$ cat src/rtl/swm_pkg.sv
package swm_pkg;
  localparam int BYTE_W = 8;

  // register byte offsets
  localparam logic [7:0] OFS_REV  = 8'h00;
  localparam logic [7:0] OFS_TX   = 8'h04;
  localparam logic [7:0] OFS_RX   = 8'h08;
  localparam logic [7:0] OFS_CTRL = 8'h0C;
  localparam logic [7:0] OFS_INT  = 8'h10;

  // control register bit positions
  localparam int CB_SINGLE = 7;
  localparam int CB_IEN    = 6;
  localparam int CB_CLKEN  = 5;
  localparam int CB_GO     = 4;
  localparam int CB_PRES   = 3;
  localparam int CB_INIT   = 2;
  localparam int CB_DIR    = 1;
  localparam int CB_MODE   = 0;

  // interrupt status bit positions
  localparam int IB_TX = 2;
  localparam int IB_RX = 1;
  localparam int IB_TO = 0;
  localparam int IRQ_W = 3;

  typedef enum logic [2:0] {
    S_IDLE,
    S_BRK_LOW,
    S_BRK_REC,
    S_WR,
    S_RD,
    S_HQ_WAIT,
    S_HQ_LOW,
    S_HQ_HIGH
  } seq_st_e;
endpackage

$ cat src/rtl/swm_sync.sv
module swm_sync #(
  parameter int STAGES = 2
) (
  input  logic clk,
  input  logic rst,
  input  logic d,
  output logic q
);
  logic [STAGES-1:0] pipe;

  generate
    if (STAGES == 1) begin : g_one
      always_ff @(posedge clk) begin
        if (rst) pipe <= '1;
        else     pipe <= d;
      end
    end else begin : g_many
      always_ff @(posedge clk) begin
        if (rst) pipe <= '1;
        else     pipe <= {pipe[STAGES-2:0], d};
      end
    end
  endgenerate

  assign q = pipe[STAGES-1];
endmodule

$ cat src/rtl/swm_seq.sv
module swm_seq
  import swm_pkg::*;
#(
  parameter int RST_LOW  = 48,
  parameter int RST_REC  = 40,
  parameter int PRES_AT  = 16,
  parameter int SLOT     = 24,
  parameter int W0_LOW   = 16,
  parameter int W1_LOW   = 4,
  parameter int RD_LOW   = 2,
  parameter int RD_AT    = 8,
  parameter int RESP_WIN = 40
) (
  input  logic              clk,
  input  logic              rst,
  input  logic              start,
  input  logic              op_init,
  input  logic              op_dir,
  input  logic              op_single,
  input  logic              op_mode,
  input  logic [BYTE_W-1:0] tx_byte,
  input  logic              line_s,
  output logic              drive_low,
  output logic [IRQ_W-1:0]  evt,
  output logic              pres,
  output logic [BYTE_W-1:0] rx_byte
);
  localparam int CNT_W = $clog2(RST_LOW + RST_REC + SLOT + RESP_WIN + RD_AT + 1);
  localparam int BI_W  = $clog2(BYTE_W);

  seq_st_e           st;
  logic [CNT_W-1:0]  cnt;
  logic [BI_W-1:0]   bidx;
  logic [BYTE_W-1:0] sh;
  logic [BI_W-1:0]   last_idx;
  logic [BYTE_W-1:0] rx_asm;

  assign last_idx = op_single ? '0 : BI_W'(BYTE_W - 1);
  assign rx_asm   = op_single ? {{(BYTE_W-1){1'b0}}, sh[BYTE_W-1]} : sh;

  always_ff @(posedge clk) begin
    if (rst) begin
      st        <= S_IDLE;
      cnt       <= '0;
      bidx      <= '0;
      sh        <= '0;
      drive_low <= 1'b0;
      evt       <= '0;
      pres      <= 1'b0;
      rx_byte   <= '0;
    end else begin
      evt <= '0;
      case (st)
        S_IDLE: begin
          if (start) begin
            cnt  <= '0;
            bidx <= '0;
            sh   <= op_dir ? '0 : tx_byte;
            if (op_init) begin
              pres      <= 1'b0;
              drive_low <= 1'b1;
              st        <= S_BRK_LOW;
            end else if (!op_dir) begin
              drive_low <= 1'b1;
              st        <= S_WR;
            end else if (op_mode) begin
              drive_low <= 1'b1;
              st        <= S_RD;
            end else begin
              st <= S_HQ_WAIT;
            end
          end
        end
        S_BRK_LOW: begin
          cnt <= cnt + 1'b1;
          if (cnt == CNT_W'(RST_LOW - 1)) begin
            drive_low <= 1'b0;
            cnt       <= '0;
            st        <= S_BRK_REC;
          end
        end
        S_BRK_REC: begin
          cnt <= cnt + 1'b1;
          if (cnt == CNT_W'(PRES_AT - 1)) pres <= !line_s;
          if (cnt == CNT_W'(RST_REC - 1)) begin
            evt[IB_TO] <= 1'b1;
            st         <= S_IDLE;
          end
        end
        S_WR: begin
          cnt <= cnt + 1'b1;
          if (sh[0] && cnt == CNT_W'(W1_LOW - 1))  drive_low <= 1'b0;
          if (!sh[0] && cnt == CNT_W'(W0_LOW - 1)) drive_low <= 1'b0;
          if (cnt == CNT_W'(SLOT - 1)) begin
            cnt <= '0;
            sh  <= sh >> 1;
            if (bidx == last_idx) begin
              evt[IB_TX] <= 1'b1;
              st         <= S_IDLE;
            end else begin
              bidx      <= bidx + 1'b1;
              drive_low <= 1'b1;
            end
          end
        end
        S_RD: begin
          cnt <= cnt + 1'b1;
          if (cnt == CNT_W'(RD_LOW - 1)) drive_low <= 1'b0;
          if (cnt == CNT_W'(RD_AT - 1))  sh <= {line_s, sh[BYTE_W-1:1]};
          if (cnt == CNT_W'(SLOT - 1)) begin
            cnt <= '0;
            if (bidx == last_idx) begin
              evt[IB_RX] <= 1'b1;
              rx_byte    <= rx_asm;
              st         <= S_IDLE;
            end else begin
              bidx      <= bidx + 1'b1;
              drive_low <= 1'b1;
            end
          end
        end
        S_HQ_WAIT: begin
          cnt <= cnt + 1'b1;
          if (!line_s) begin
            cnt <= '0;
            st  <= S_HQ_LOW;
          end else if (cnt == CNT_W'(RESP_WIN - 1)) begin
            evt[IB_TO] <= 1'b1;
            st         <= S_IDLE;
          end
        end
        S_HQ_LOW: begin
          cnt <= cnt + 1'b1;
          if (cnt == CNT_W'(RD_AT - 1)) begin
            sh  <= {line_s, sh[BYTE_W-1:1]};
            cnt <= '0;
            st  <= S_HQ_HIGH;
          end
        end
        S_HQ_HIGH: begin
          cnt <= cnt + 1'b1;
          if (line_s) begin
            cnt <= '0;
            if (bidx == last_idx) begin
              evt[IB_RX] <= 1'b1;
              rx_byte    <= rx_asm;
              st         <= S_IDLE;
            end else begin
              bidx <= bidx + 1'b1;
              st   <= S_HQ_WAIT;
            end
          end else if (cnt == CNT_W'(RESP_WIN - 1)) begin
            evt[IB_TO] <= 1'b1;
            st         <= S_IDLE;
          end
        end
        default: begin
          st        <= S_IDLE;
          drive_low <= 1'b0;
        end
      endcase
    end
  end
endmodule

$ cat src/rtl/swm_regs.sv
module swm_regs
  import swm_pkg::*;
#(
  parameter int ADDR_W    = 5,
  parameter int REV_MAJOR = 1,
  parameter int REV_MINOR = 3
) (
  input  logic              clk,
  input  logic              rst,
  input  logic [ADDR_W-1:0] addr,
  input  logic              wr,
  input  logic              rd,
  input  logic [BYTE_W-1:0] wdata,
  output logic [BYTE_W-1:0] rdata,
  output logic              irq,
  input  logic [IRQ_W-1:0]  evt,
  input  logic              pres_in,
  input  logic [BYTE_W-1:0] rx_in,
  output logic              start,
  output logic              go,
  output logic              clken,
  output logic              ien,
  output logic              single,
  output logic              dir,
  output logic              init,
  output logic              mode,
  output logic [BYTE_W-1:0] tx_q,
  output logic [IRQ_W-1:0]  flags
);
  logic              presence;
  logic [BYTE_W-1:0] rx_q;
  logic              sel_tx, sel_ctrl, sel_int;
  logic              go_req;
  logic              unused_pres_wr;

  assign sel_tx         = (addr == ADDR_W'(OFS_TX));
  assign sel_ctrl       = (addr == ADDR_W'(OFS_CTRL));
  assign sel_int        = (addr == ADDR_W'(OFS_INT));
  assign go_req         = wdata[CB_GO] & wdata[CB_CLKEN];
  assign unused_pres_wr = wdata[CB_PRES];

  always_ff @(posedge clk) begin
    if (rst) begin
      go       <= 1'b0;
      clken    <= 1'b0;
      ien      <= 1'b0;
      single   <= 1'b0;
      dir      <= 1'b0;
      init     <= 1'b0;
      mode     <= 1'b0;
      presence <= 1'b0;
      start    <= 1'b0;
      tx_q     <= '0;
      rx_q     <= '0;
      flags    <= '0;
      irq      <= 1'b0;
      rdata    <= '0;
    end else begin
      start <= 1'b0;
      if (|evt) begin
        go   <= 1'b0;
        init <= 1'b0;
      end
      if (evt[IB_TO] && init) presence <= pres_in;
      if (evt[IB_RX])         rx_q     <= rx_in;
      if (wr && sel_tx)       tx_q     <= wdata;
      if (wr && sel_ctrl) begin
        ien <= wdata[CB_IEN];
        if (!go) begin
          single <= wdata[CB_SINGLE];
          clken  <= wdata[CB_CLKEN];
          dir    <= wdata[CB_DIR];
          init   <= wdata[CB_INIT];
          mode   <= wdata[CB_MODE];
          go     <= go_req;
          start  <= go_req;
          if (go_req && wdata[CB_INIT]) presence <= 1'b0;
        end
      end
      flags <= ((rd && sel_int) ? '0 : flags) | evt;
      irq   <= ien & (|flags);
      if (rd) begin
        case (addr)
          ADDR_W'(OFS_REV):  rdata <= {4'(REV_MAJOR), 4'(REV_MINOR)};
          ADDR_W'(OFS_TX):   rdata <= tx_q;
          ADDR_W'(OFS_RX):   rdata <= rx_q;
          ADDR_W'(OFS_CTRL): rdata <= {single, ien, clken, go, presence, init, dir, mode};
          ADDR_W'(OFS_INT):  rdata <= {{(BYTE_W-IRQ_W){1'b0}}, flags};
          default:           rdata <= '0;
        endcase
      end
    end
  end
endmodule

$ cat src/rtl/swire_master.sv
module swire_master
  import swm_pkg::*;
#(
  parameter int ADDR_W    = 5,
  parameter int REV_MAJOR = 1,
  parameter int REV_MINOR = 3,
  parameter int SYNC_N    = 2,
  parameter int RST_LOW   = 48,
  parameter int RST_REC   = 40,
  parameter int PRES_AT   = 16,
  parameter int SLOT      = 24,
  parameter int W0_LOW    = 16,
  parameter int W1_LOW    = 4,
  parameter int RD_LOW    = 2,
  parameter int RD_AT     = 8,
  parameter int RESP_WIN  = 40
) (
  input  logic              clk,
  input  logic              rst,
  input  logic [ADDR_W-1:0] reg_addr,
  input  logic              reg_wr,
  input  logic              reg_rd,
  input  logic [7:0]        reg_wdata,
  output logic [7:0]        reg_rdata,
  output logic              irq,
  output logic              line_drive_low,
  input  logic              line_in
);
  logic              st_start, st_go, st_clken, st_ien, st_single;
  logic              st_dir, st_init, st_mode;
  logic [BYTE_W-1:0] tx_byte, rx_byte;
  logic [IRQ_W-1:0]  ev_bus, fl_bus;
  logic              pres, line_s;

  swm_sync #(.STAGES(SYNC_N)) u_sync (
    .clk(clk), .rst(rst), .d(line_in), .q(line_s)
  );

  swm_regs #(
    .ADDR_W(ADDR_W), .REV_MAJOR(REV_MAJOR), .REV_MINOR(REV_MINOR)
  ) u_regs (
    .clk(clk), .rst(rst), .addr(reg_addr), .wr(reg_wr), .rd(reg_rd),
    .wdata(reg_wdata), .rdata(reg_rdata), .irq(irq),
    .evt(ev_bus), .pres_in(pres), .rx_in(rx_byte),
    .start(st_start), .go(st_go), .clken(st_clken), .ien(st_ien),
    .single(st_single), .dir(st_dir), .init(st_init), .mode(st_mode),
    .tx_q(tx_byte), .flags(fl_bus)
  );

  swm_seq #(
    .RST_LOW(RST_LOW), .RST_REC(RST_REC), .PRES_AT(PRES_AT), .SLOT(SLOT),
    .W0_LOW(W0_LOW), .W1_LOW(W1_LOW), .RD_LOW(RD_LOW), .RD_AT(RD_AT),
    .RESP_WIN(RESP_WIN)
  ) u_seq (
    .clk(clk), .rst(rst), .start(st_start), .op_init(st_init),
    .op_dir(st_dir), .op_single(st_single), .op_mode(st_mode),
    .tx_byte(tx_byte), .line_s(line_s), .drive_low(line_drive_low),
    .evt(ev_bus), .pres(pres), .rx_byte(rx_byte)
  );
endmodule

$ cat config.mk
export PLATFORM = sky130hd
export DESIGN_NAME = swire_master
export DESIGN_NICKNAME = d
export VERILOG_FILES = /design/src/rtl/swm_pkg.sv /design/src/rtl/swm_sync.sv /design/src/rtl/swm_seq.sv /design/src/rtl/swm_regs.sv /design/src/rtl/swire_master.sv
export SDC_FILE = /design/constraint.sdc
export NUM_CORES = 1
export LEC_CHECK = 0
export ABC_AREA = 1
export BUFFER_PORTS_ARGS = -buffer_cell sky130_fd_sc_hd__clkbuf_2
export CAP_MARGIN = 40
export CORE_ASPECT_RATIO = 0.8
export CORE_UTILIZATION = 56
export CTS_BUF_LIST = sky130_fd_sc_hd__clkbuf_2 sky130_fd_sc_hd__clkbuf_4 sky130_fd_sc_hd__clkbuf_8
export CTS_CLUSTER_SIZE = 20
export DETAILED_ROUTE_END_ITERATION = 12
export HOLD_SLACK_MARGIN = 0.02
export PLACE_DENSITY = 0.82
export SLEW_MARGIN = 40
export SYNTH_ARGS = -nofsm -noshare
export SYNTH_HDL_FRONTEND = slang
export SYNTH_SLANG_ARGS = --single-unit
$ cat constraint.sdc
create_clock -name clk -period 1.7 [get_ports clk]
set_input_delay 0 -clock clk [delete_from_list [all_inputs] [get_ports clk]]
set_output_delay 0 -clock clk [all_outputs]
set_load 0.01 [all_outputs]
======== Word-level counts from Yosys, hierarchy flattened ========
Cells that the tools add are included.
operators by class
  bitwise logic cells ..................... 6
  divide/modulo/power cells ............... 0
  multiply operators ...................... 0
  $lt $le $gt $ge ......................... 0
  shift operators ......................... 0
  equal/unequal tests ..................... 31
  add/subtract/negate cells ............... 2
  reductions and logical operators ........ 29
  multiplexer cells ....................... 73
operators by type and width
  cell                   number
  $mux W8                14
  $pmux W8 S7            1
  $mux W3                17
  $pmux W8 S5            1
  $mux W1                32
  $pmux W8 S3            1
  $pmux W3 S7            1
  $eq A8 B6 Y1 const B   2
  $ne A2 B1 Y1 const B   8
  $pmux W8 S2            1
  $reduce_and A4 Y1      4
  $eq A3 B3 Y1 const B   4
  $eq A5 B4 Y1 const B   2
  $pmux W3 S3            1
  $reduce_or A3 Y1       3
  $add A8 B1 Y8 const B  1
  $eq A8 B1 Y1 const B   1
  $eq A8 B2 Y1 const B   1
  $eq A8 B3 Y1 const B   1
  $eq A8 B4 Y1 const B   1
  $eq A8 B5 Y1 const B   1
  $logic_and A1 B1 Y1    7
  $eq A3 B2 Y1 const B   2
  $ne A2 B2 Y1 const B   3
  other kinds (22)       31
word-level totals
  ROM bits ................................ 0
  flip-flop bits (word level) ............. 74
  output and inout bits ................... 10
  RAM bits ................................ 0
  input port bits ......................... 18
  word-level logic and storage cells ...... 165
  memories ................................ 0
  bits in latches ......................... 0

======== Depth between registers and ports, before layout ========
Gate-level depths: netlist (run 1).
  depth after elaboration ................. 7
  mapped depth ............................ 12
  mapped depth without buffers ............ 12

======== Modules after synthesis ========
A second synthesis (run 1) with hierarchy kept.
unflattened totals
  cell total of the unflattened synthesis .. 578
  area total of the unflattened synthesis .. 3926.3 um^2
by module, submodules not included
  module    instances  cells an instance  area each (um^2)  sequential area each (um^2)
  swm_seq   1          354                2235.9            700.7
  swm_regs  1          217                1631.6            740.7
  swm_sync  1          7                  58.8              40.0

======== Worst setup path before layout (run 1) ========
OpenSTA, ideal clock, no wires.
  kind .................................... reg-to-reg
  start point ............................. reg u_seq.st[0]
  end point ............................... reg u_seq.sh[1]
  arrival time ............................ 1576 ps
  stages on the path, launching flop included .. 10
  clock period less this slack ............ 1693 ps
  library setup time ...................... 117 ps
  setup slack ............................. 7 ps
  cells stage by stage .................... dfxtp_1 -> inv_1 -> ha_1 -> nand2_4 -> inv_1 -> o22ai_1 -> nand3_2 -> buf_6 -> o21ai_1 -> a21oi_1
between the ends
  longest elaborated chain between the ends .. 4
  elaborated cells between the ends (all ways) .. 11
  classes of those cells .................. eq/ne: 6; mux: 1; reduce/logical: 4
ends and longest elaborated chain
  what                                                                        RTL line        source
  start: declaration                                                          swm_seq.sv:31   seq_st_e st;
  start signal: assignment                                                    swm_seq.sv:43   st <= S_IDLE;
  start signal: assignment                                                    swm_seq.sv:62   st <= S_BRK_LOW;
  start signal: assignment                                                    swm_seq.sv:65   st <= S_WR;
  $eq A3 B3 Y1                                                                swm_seq.sv:53   case (st)
  $reduce_or A2 Y1 (no source line)                                           --
  $ne A2 B1 Y1 (no source line) / $reduce_bool A3 Y1 (equally long branches)  --
  $reduce_and A4 Y1 (no source line)                                          --
  end signal: assignment                                                      swm_seq.sv:58   sh <= op_dir ? '0 : tx_byte;
  end signal: assignment                                                      swm_seq.sv:96   sh <= sh >> 1;
  end signal: assignment                                                      swm_seq.sv:109  if (cnt == CNT_W'(RD_AT - 1)) sh <= {line_s, sh[BYTE_W-1:1]};
  end: declaration                                                            swm_seq.sv:34   logic [BYTE_W-1:0] sh;
Several ways; a longest one is shown, not always the timed one.
A chain may end at the register's enable or synchronous reset.

======== Worst setup path after layout (run 1) ========
  start point ............................. reg u_seq.st[1]
  end point ............................... reg u_seq.cnt[2]
between the ends
  longest elaborated chain between the ends .. 3
  elaborated cells between the ends (all ways) .. 11
  classes of those cells .................. eq/ne: 8; mux: 1; reduce/logical: 2
ends and longest elaborated chain
  what                                                 RTL line       source
  $eq A3 B2 Y1 / $eq A3 B3 Y1 (equally long branches)  swm_seq.sv:53
  $reduce_or A2 Y1 (no source line)                    --
  $pmux W8 S7                                          swm_seq.sv:53
  end signal: assignment                               swm_seq.sv:75  cnt <= cnt + 1'b1;
  end signal: assignment                               swm_seq.sv:83  cnt <= cnt + 1'b1;
  end signal: assignment                               swm_seq.sv:91  cnt <= cnt + 1'b1;
  end: declaration                                     swm_seq.sv:32  logic [CNT_W-1:0] cnt;
Several ways; a longest one is shown, not always the timed one.

==> impl_metrics.yaml, run 1 <==
cells_and_area:
  utilization_pct: 74.29
  final_cell_mix: "nand2_1, dfxtp_1, a21oi_1"
  nets: 622
  area_delta_synth_final_pct: 25.18
  drive_gt1_share_pct: 26.41
  diodes: 0
  layout_commonest_cell: "nand2_1"
global_route:
  antenna_found_initial: 0
  grt_pass1_vias: 3701
  grt_pass1_wl_um: 17440
  track_usage_pct: 31.27
  grt_max_degree: 27
  grt.overflow.total: 0
critical_path:
  crit_path_end_kind: "register"
  r2r_slack_ns: 0.007
  slowest_delay_ns: 0.38
  path_max_fanout: 7
  critPathRequiredTime_ns: 1.94
  crit_path_start_kind: "register"
  critPathTopFamily: "simple AND/OR/NAND/NOR gates"
  cp_cell_sequence: "ha_4, buf_4, nand2_8, nand2_8, buf_4, nor3_1, nand3_1, a21oi_1, nor3_1"
  slowest_stage: "dfxtp_4"
  criticalPathCategory: "reg -> reg"
  r2r_end: "u_seq.cnt[2]"
  cp_num_cells: 9
  critPathBufInv: 2
  worstPathArrival_ns: 1.93
  crit-reg2reg-launch: "u_seq.st[1]"
  r2r_cells: 9
clock_network:
  clock_latency_ns: 0.37
  cts_root_buf: "clkbuf_8"
  cts_buffers: 9
  clock_sinks: 74
  htree_levels: 3
  clk_pin_slew_ns: 0.10
  clockBufferDepth: 2
  cts_tree: "yes"
job:
  drv_cap: 0
sta:
  drv_slew: 0
  fmax_ghz: 0.5908
  period_minus_slack_ns: 1.693
  rsz0062_at_grt: "yes"
  post-route-period-util_pct: 99.57
  setup_tns_ns: 0
  hold_violations: 0
  finalClockSkew_ns: 0.01911
  tightest_slew_ns: 0.4144
  slew_headroom_pct: 72.31
  finalSetupViolations: 0
synthesis:
  synth_warnings: 0
  async_flop_share_pct: 0
  syn_nets: 552
  ys_types: 45
  netlist_area_um2: 3861
  ys_seq_area_share_pct: 38.37
  ys.flop_type: "dfxtp_1"
  ys_ff_latch: 74
  yosys-top-cells-area: "dfxtp_1, nand2_1, a21oi_1, nor2_1, o21ai_0"
  synth_enable_flop_cells: 0
  yosysTopAreaCellShare_pct: 38.37
  synth_cells: 527
  synth_top_area_cell: "dfxtp_1"
  avgSynthCellArea_um2: 7.327
min_path:
  hold_depth: 4
  min_from: "reg_addr[4]"
  hold_end: "u_regs.flags[2]"
  hp-class: "in -> reg"
routing:
  viasPerCell: 5.862
  antenna_left: 0
  drt-initial-drc-count: 388
  avgRoutedWirePerCell_um: 16.17
  num_vias: 4021
  finalWirelength_um: 11090
  first_pass_iters: 5
  drc: 0
pwr:
  cellLeakagePower_nw: 1.989
  power.total_mw: 7.086
  p_per_area_nw_per_um2: 1466
  max-vdd-ir-drop_uv: 836.4
floorplan:
  std_cell_rows: 26
  core_area_um2: 6506
  die_width_um: 94.84
  initial_core_util_pct: 59.35
  die_y_um: 76.27
  pin_count: 28
  dieArea_um2: 7233
placement:
  place_congestion: 0.9478
  port_buffers: 27
  hpwlAfterDp_um: 7467
outcome:
  status: "finished clean"
stage by stage:
step	setup slack [ns]	cells	hold slack (ns)	cell area, um2
3_5_place_dp	-0.09260	647	0.1851	4214
3_3_place_gp	0.002079	647	0.1842	4214
2_1_floorplan	0.007236	527	0.1038	3861
6_report	0.007287	686	0.1003	4833
4_1_cts	0.003296	678	0.09338	4644
5_1_grt	-0.05597	686	0.1401	4833
worst reg2reg max path: stages, from the launching register on:
cell and delay, ns:
dfxtp_4 0.38, ha_4 0.17, buf_4 0.15, nand2_8 0.08, nand2_8 0.08, buf_4 0.14, nor3_1 0.19, nand3_1 0.15
a21oi_1 0.17, nor3_1 0.06
what timing repair did:
action                     in CTS  in global routing
pin swaps                       0                 13
hold endpoints to repair       30                  0
gates cloned                    0                  1
setup buffers                   0                  7
setup endpoints to repair      27                 27
resized for setup               6                 32
hold buffers                   15                  0
logic make-up after synthesis:
| kind of cell | after synthesis | synth area share, % |
|---|---|---|
| buf+inv | 70 | 7.712 |
| compound gates | 118 | 16.98 |
| flops | 74 | 38.37 |
| simple gates | 253 | 33.54 |
| fa+ha+maj | 7 | 2.268 |
| xor+xnor | 5 | 1.134 |
layout make-up:
class                      count  area, um2
clock inverter                 6      137.6
fill                         478       1673
clock buffer                  10      131.4
timing repair buffer          74      541.8
multi-input combinational    384       2212
tap                           84      105.1
inverter                      54      212.7
sequential                    74       1493
sequential cells by signal, indices dropped and copies added, names as in the netlist, 2 cells and up:
register       flops
u_seq.cnt          8
u_seq.rx_byte      8
u_seq.st           3
u_sync.pipe        2
u_seq.evt          3
u_regs.rdata       8
u_regs.rx_q        8
u_seq.sh           8
u_regs.flags       3
u_seq.bidx         3
u_regs.tx_q        8
report_power, final:
group | internal, mW | switching [mW] | total, mW
combinational | 1.26 | 1.90 | 3.15
sequential | 1.90 | 0.169 | 2.07
clock | 1.15 | 0.710 | 1.86
how the worst max path moves through the flow:
stage / from / endpoint / slack, ns
2_1_floorplan: u_seq.st[0] / u_seq.sh[1] / 0.007
3_3_place_gp: u_seq.st[0] / u_seq.cnt[1] / 0.002
3_5_place_dp: u_seq.st[0] / u_seq.cnt[7] / -0.09
4_1_cts: u_seq.st[0] / u_seq.st[0] / 0.003
5_1_grt: u_seq.st[0] / u_seq.st[0] / -0.06
6_report: u_seq.st[1] / u_seq.cnt[2] / 0.007
cell usage after synthesis (2+ instances only):
cell and n:
o21ai_0 37, nor3_1 7, or2_1 2, buf_6 3, nand2_1 98, o211ai_1 2
nand3_2 2, clkinv_1 2, clkbuf_1 9, nor2_2 11, nand3_1 30, nand4_1 17
nand2_2 8, nand2_4 4, nor3_2 2, nor2_1 56, xor2_1 3, ha_1 7
nand2_8 2, xnor2_1 2, or2_2 3, inv_2 7, buf_2 3, a21oi_2 8
inv_1 43, nor2_4 5, o21ai_1 8, a21oi_1 56, dfxtp_1 74
routing by layer:
layer | global-route usage (%) | share of wire, % | vias up
met5 | 0 | 0 | -
met4 | 10.61 | 2.5 | 0
met3 | 9.082 | 10 | 31
met2 | 47.48 | 45 | 240
met1 | 42.22 | 42 | 1855
li1 | - | - | 1895
(Power assumes the default switching activity.)
==> run 2: changes to the inputs <==
--- a/config.mk
+++ b/config.mk
@@ -8,8 +8,10 @@
 export ABC_AREA = 1
 export BUFFER_PORTS_ARGS = -buffer_cell sky130_fd_sc_hd__clkbuf_2
 export CAP_MARGIN = 40
+export CELL_PAD_IN_SITES_DETAIL_PLACEMENT = 1
+export CELL_PAD_IN_SITES_GLOBAL_PLACEMENT = 1
 export CORE_ASPECT_RATIO = 0.8
-export CORE_UTILIZATION = 56
+export CORE_UTILIZATION = 41
 export CTS_BUF_LIST = sky130_fd_sc_hd__clkbuf_2 sky130_fd_sc_hd__clkbuf_4 sky130_fd_sc_hd__clkbuf_8
 export CTS_CLUSTER_SIZE = 20
 export DETAILED_ROUTE_END_ITERATION = 12
==> run 2 against run 1 <==
The run now ends with setup timing left. Sequential share of layout area down 0.36 points. Hold slack worse by 0.051 ns. Clock skew down 0.010 ns. Die area up 36%. Sequential cell count unchanged. Non-clock buffer count down 1. Count of clock-buffer cells in the layout up 2. Final cell count up 4.4%. Global-route usage down 4.4 points. Cell area up 1.2%. Critical path depth down 1. Critical path type unchanged. Largest power group unchanged.
==> impl_metrics.yaml, run 2 (same netlist as run 1, synthesis figures left out) <==
cells_and_area:
  nFillCells: 1158
  seq_area_um2: 1493
  nets: 621
  layout_commonest_cell: "nand2_1"
  utilization_pct: 53.66
  area_delta_synth_final_pct: 26.67
  drive_gt1_share_pct: 27.79
  final_cell_mix: "nand2_1, dfxtp_1, nor2_1"
  multiInputGateArea_um2: 2235
  diodes: 0
  final_cells: 716
sta:
  post-route-period-util_pct: 104.6
  hold_violations: 0
  drv_slew: 0
  finalClockSkew_ns: 0.008672
  period_minus_slack_ns: 1.777
  fin_ws_ns: -0.07748
  rsz0062_at_grt: "yes"
  tightest_slew_ns: 0.4866
  setup_tns_ns: -0.1598
  fmax_ghz: 0.5626
  slew_headroom_pct: 67.53
  finalSetupViolations: 5
clock_network:
  cts_root_buf: "clkbuf_8"
  cts_buffers: 9
  clk_pin_slew_ns: 0.08
  clock_sinks: 74
  clock_latency_ns: 0.37
  cts_tree: "yes"
  htree_levels: 3
  clockBufferDepth: 2
pwr:
  max-vdd-ir-drop_uv: 691.3
  power.total_mw: 7.186
  p_per_area_nw_per_um2: 1469
  cellLeakagePower_nw: 1.980
placement:
  place_congestion: 0.9099
  dp_cells: 680
  hpwlAfterDp_um: 8791
  port_buffers: 27
global_route:
  grt_pass1_wl_um: 20250
  antenna_found_initial: 0
  grt.overflow.total: 0
  track_usage_pct: 26.92
  grt_pass1_vias: 3979
  grt_max_degree: 27
critical_path:
  critPathTopFamily: "simple AND/OR/NAND/NOR gates"
  path_max_fanout: 5
  cp_cell_sequence: "nor2_4, nand3_2, o21ai_2, nand2_1, nor2_4, nand2_1, nor2_1, nor2_1"
  slowest_delay_ns: 0.36
  crit_path_start_kind: "register"
  worstPathArrival_ns: 2.03
  crit_path_end_kind: "register"
  r2r_slack_ns: -0.08
  criticalPathCategory: "reg -> reg"
  critPathRequiredTime_ns: 1.95
  critPathBufInv: 0
  slowest_stage: "dfxtp_1"
routing:
  drc: 0
  highest_layer: "met4"
  first_pass_iters: 5
  antenna_left: 0
  wl_met3_um: 836
  drt-initial-drc-count: 318
  num_vias: 4104
  wl_met2_um: 6796
  viasPerCell: 5.732
  wl_met1_um: 6220
  finalWirelength_um: 14150
  avgRoutedWirePerCell_um: 19.76
floorplan:
  core_area_um2: 9115
  std_cell_rows: 31
  pin_count: 28
  initial_core_util_pct: 42.36
  die_width_um: 110.5
  dieArea_um2: 9812
  die_y_um: 88.80
job:
  drv_cap: 0
outcome:
  violations: "setup timing"
  status: "finished with violations"
min_path:
  hp-class: "in -> reg"
run 2: layer usage:
metal  vias to the layer above  global-route usage, %
met5                         -                      0
met4                         0                  9.091
met3                        28                  6.233
met2                       164                  44.78
met1                      2021                  34.84
li1                       1891                      -
run 2: timing repair:
action | in CTS | in global routing
hold endpoints to repair | 22 | 0
resized for setup | 13 | 32
hold buffers | 13 | 0
endpoints found under the setup margin | 27 | 29
buffers inserted | 3 | 3
gates cloned | 1 | 0
pin swaps | 3 | 12
run 2: final cells by class:
cell class	instances	share of cell area, %
clock buffer	12	3.377
timing repair buffer	73	11.59
clock inverter	4	1.484
inverter	54	4.400
sequential	74	30.52
multi-input combinational	384	45.69
tap	115	2.942
run 2: final timing paths:
kind / startpoint / end / cells after the start
setup / recovery: u_seq.cnt[7] / u_seq.st[1] / 8
hold / removal: rst / u_seq.st[0] / 2
setup reg to reg: u_seq.cnt[7] / u_seq.st[1] / 8
hold reg to reg: u_sync.pipe[0] / u_sync.pipe[1] / 1
run 2: per-stage QoR:
stage | setup WS, ns | hold slack (ns) | area (um2)
6_report | -0.07748 | 0.04902 | 4891
5_1_grt | -0.1278 | 0.07173 | 4891
4_1_cts | -0.003777 | 0.05255 | 4747
3_5_place_dp | -0.06071 | 0.1871 | 4305
3_3_place_gp | 0.02904 | 0.1912 | 4305
2_1_floorplan | 0.007236 | 0.1038 | 3861
run 2: power by group:
part	leakage [nW]	internal, mW	total (mW)	switching, mW
registers	0.601	1.90	2.07	0.169
logic	1.26	1.31	3.47	2.16
clock network	0.119	0.945	1.65	0.701
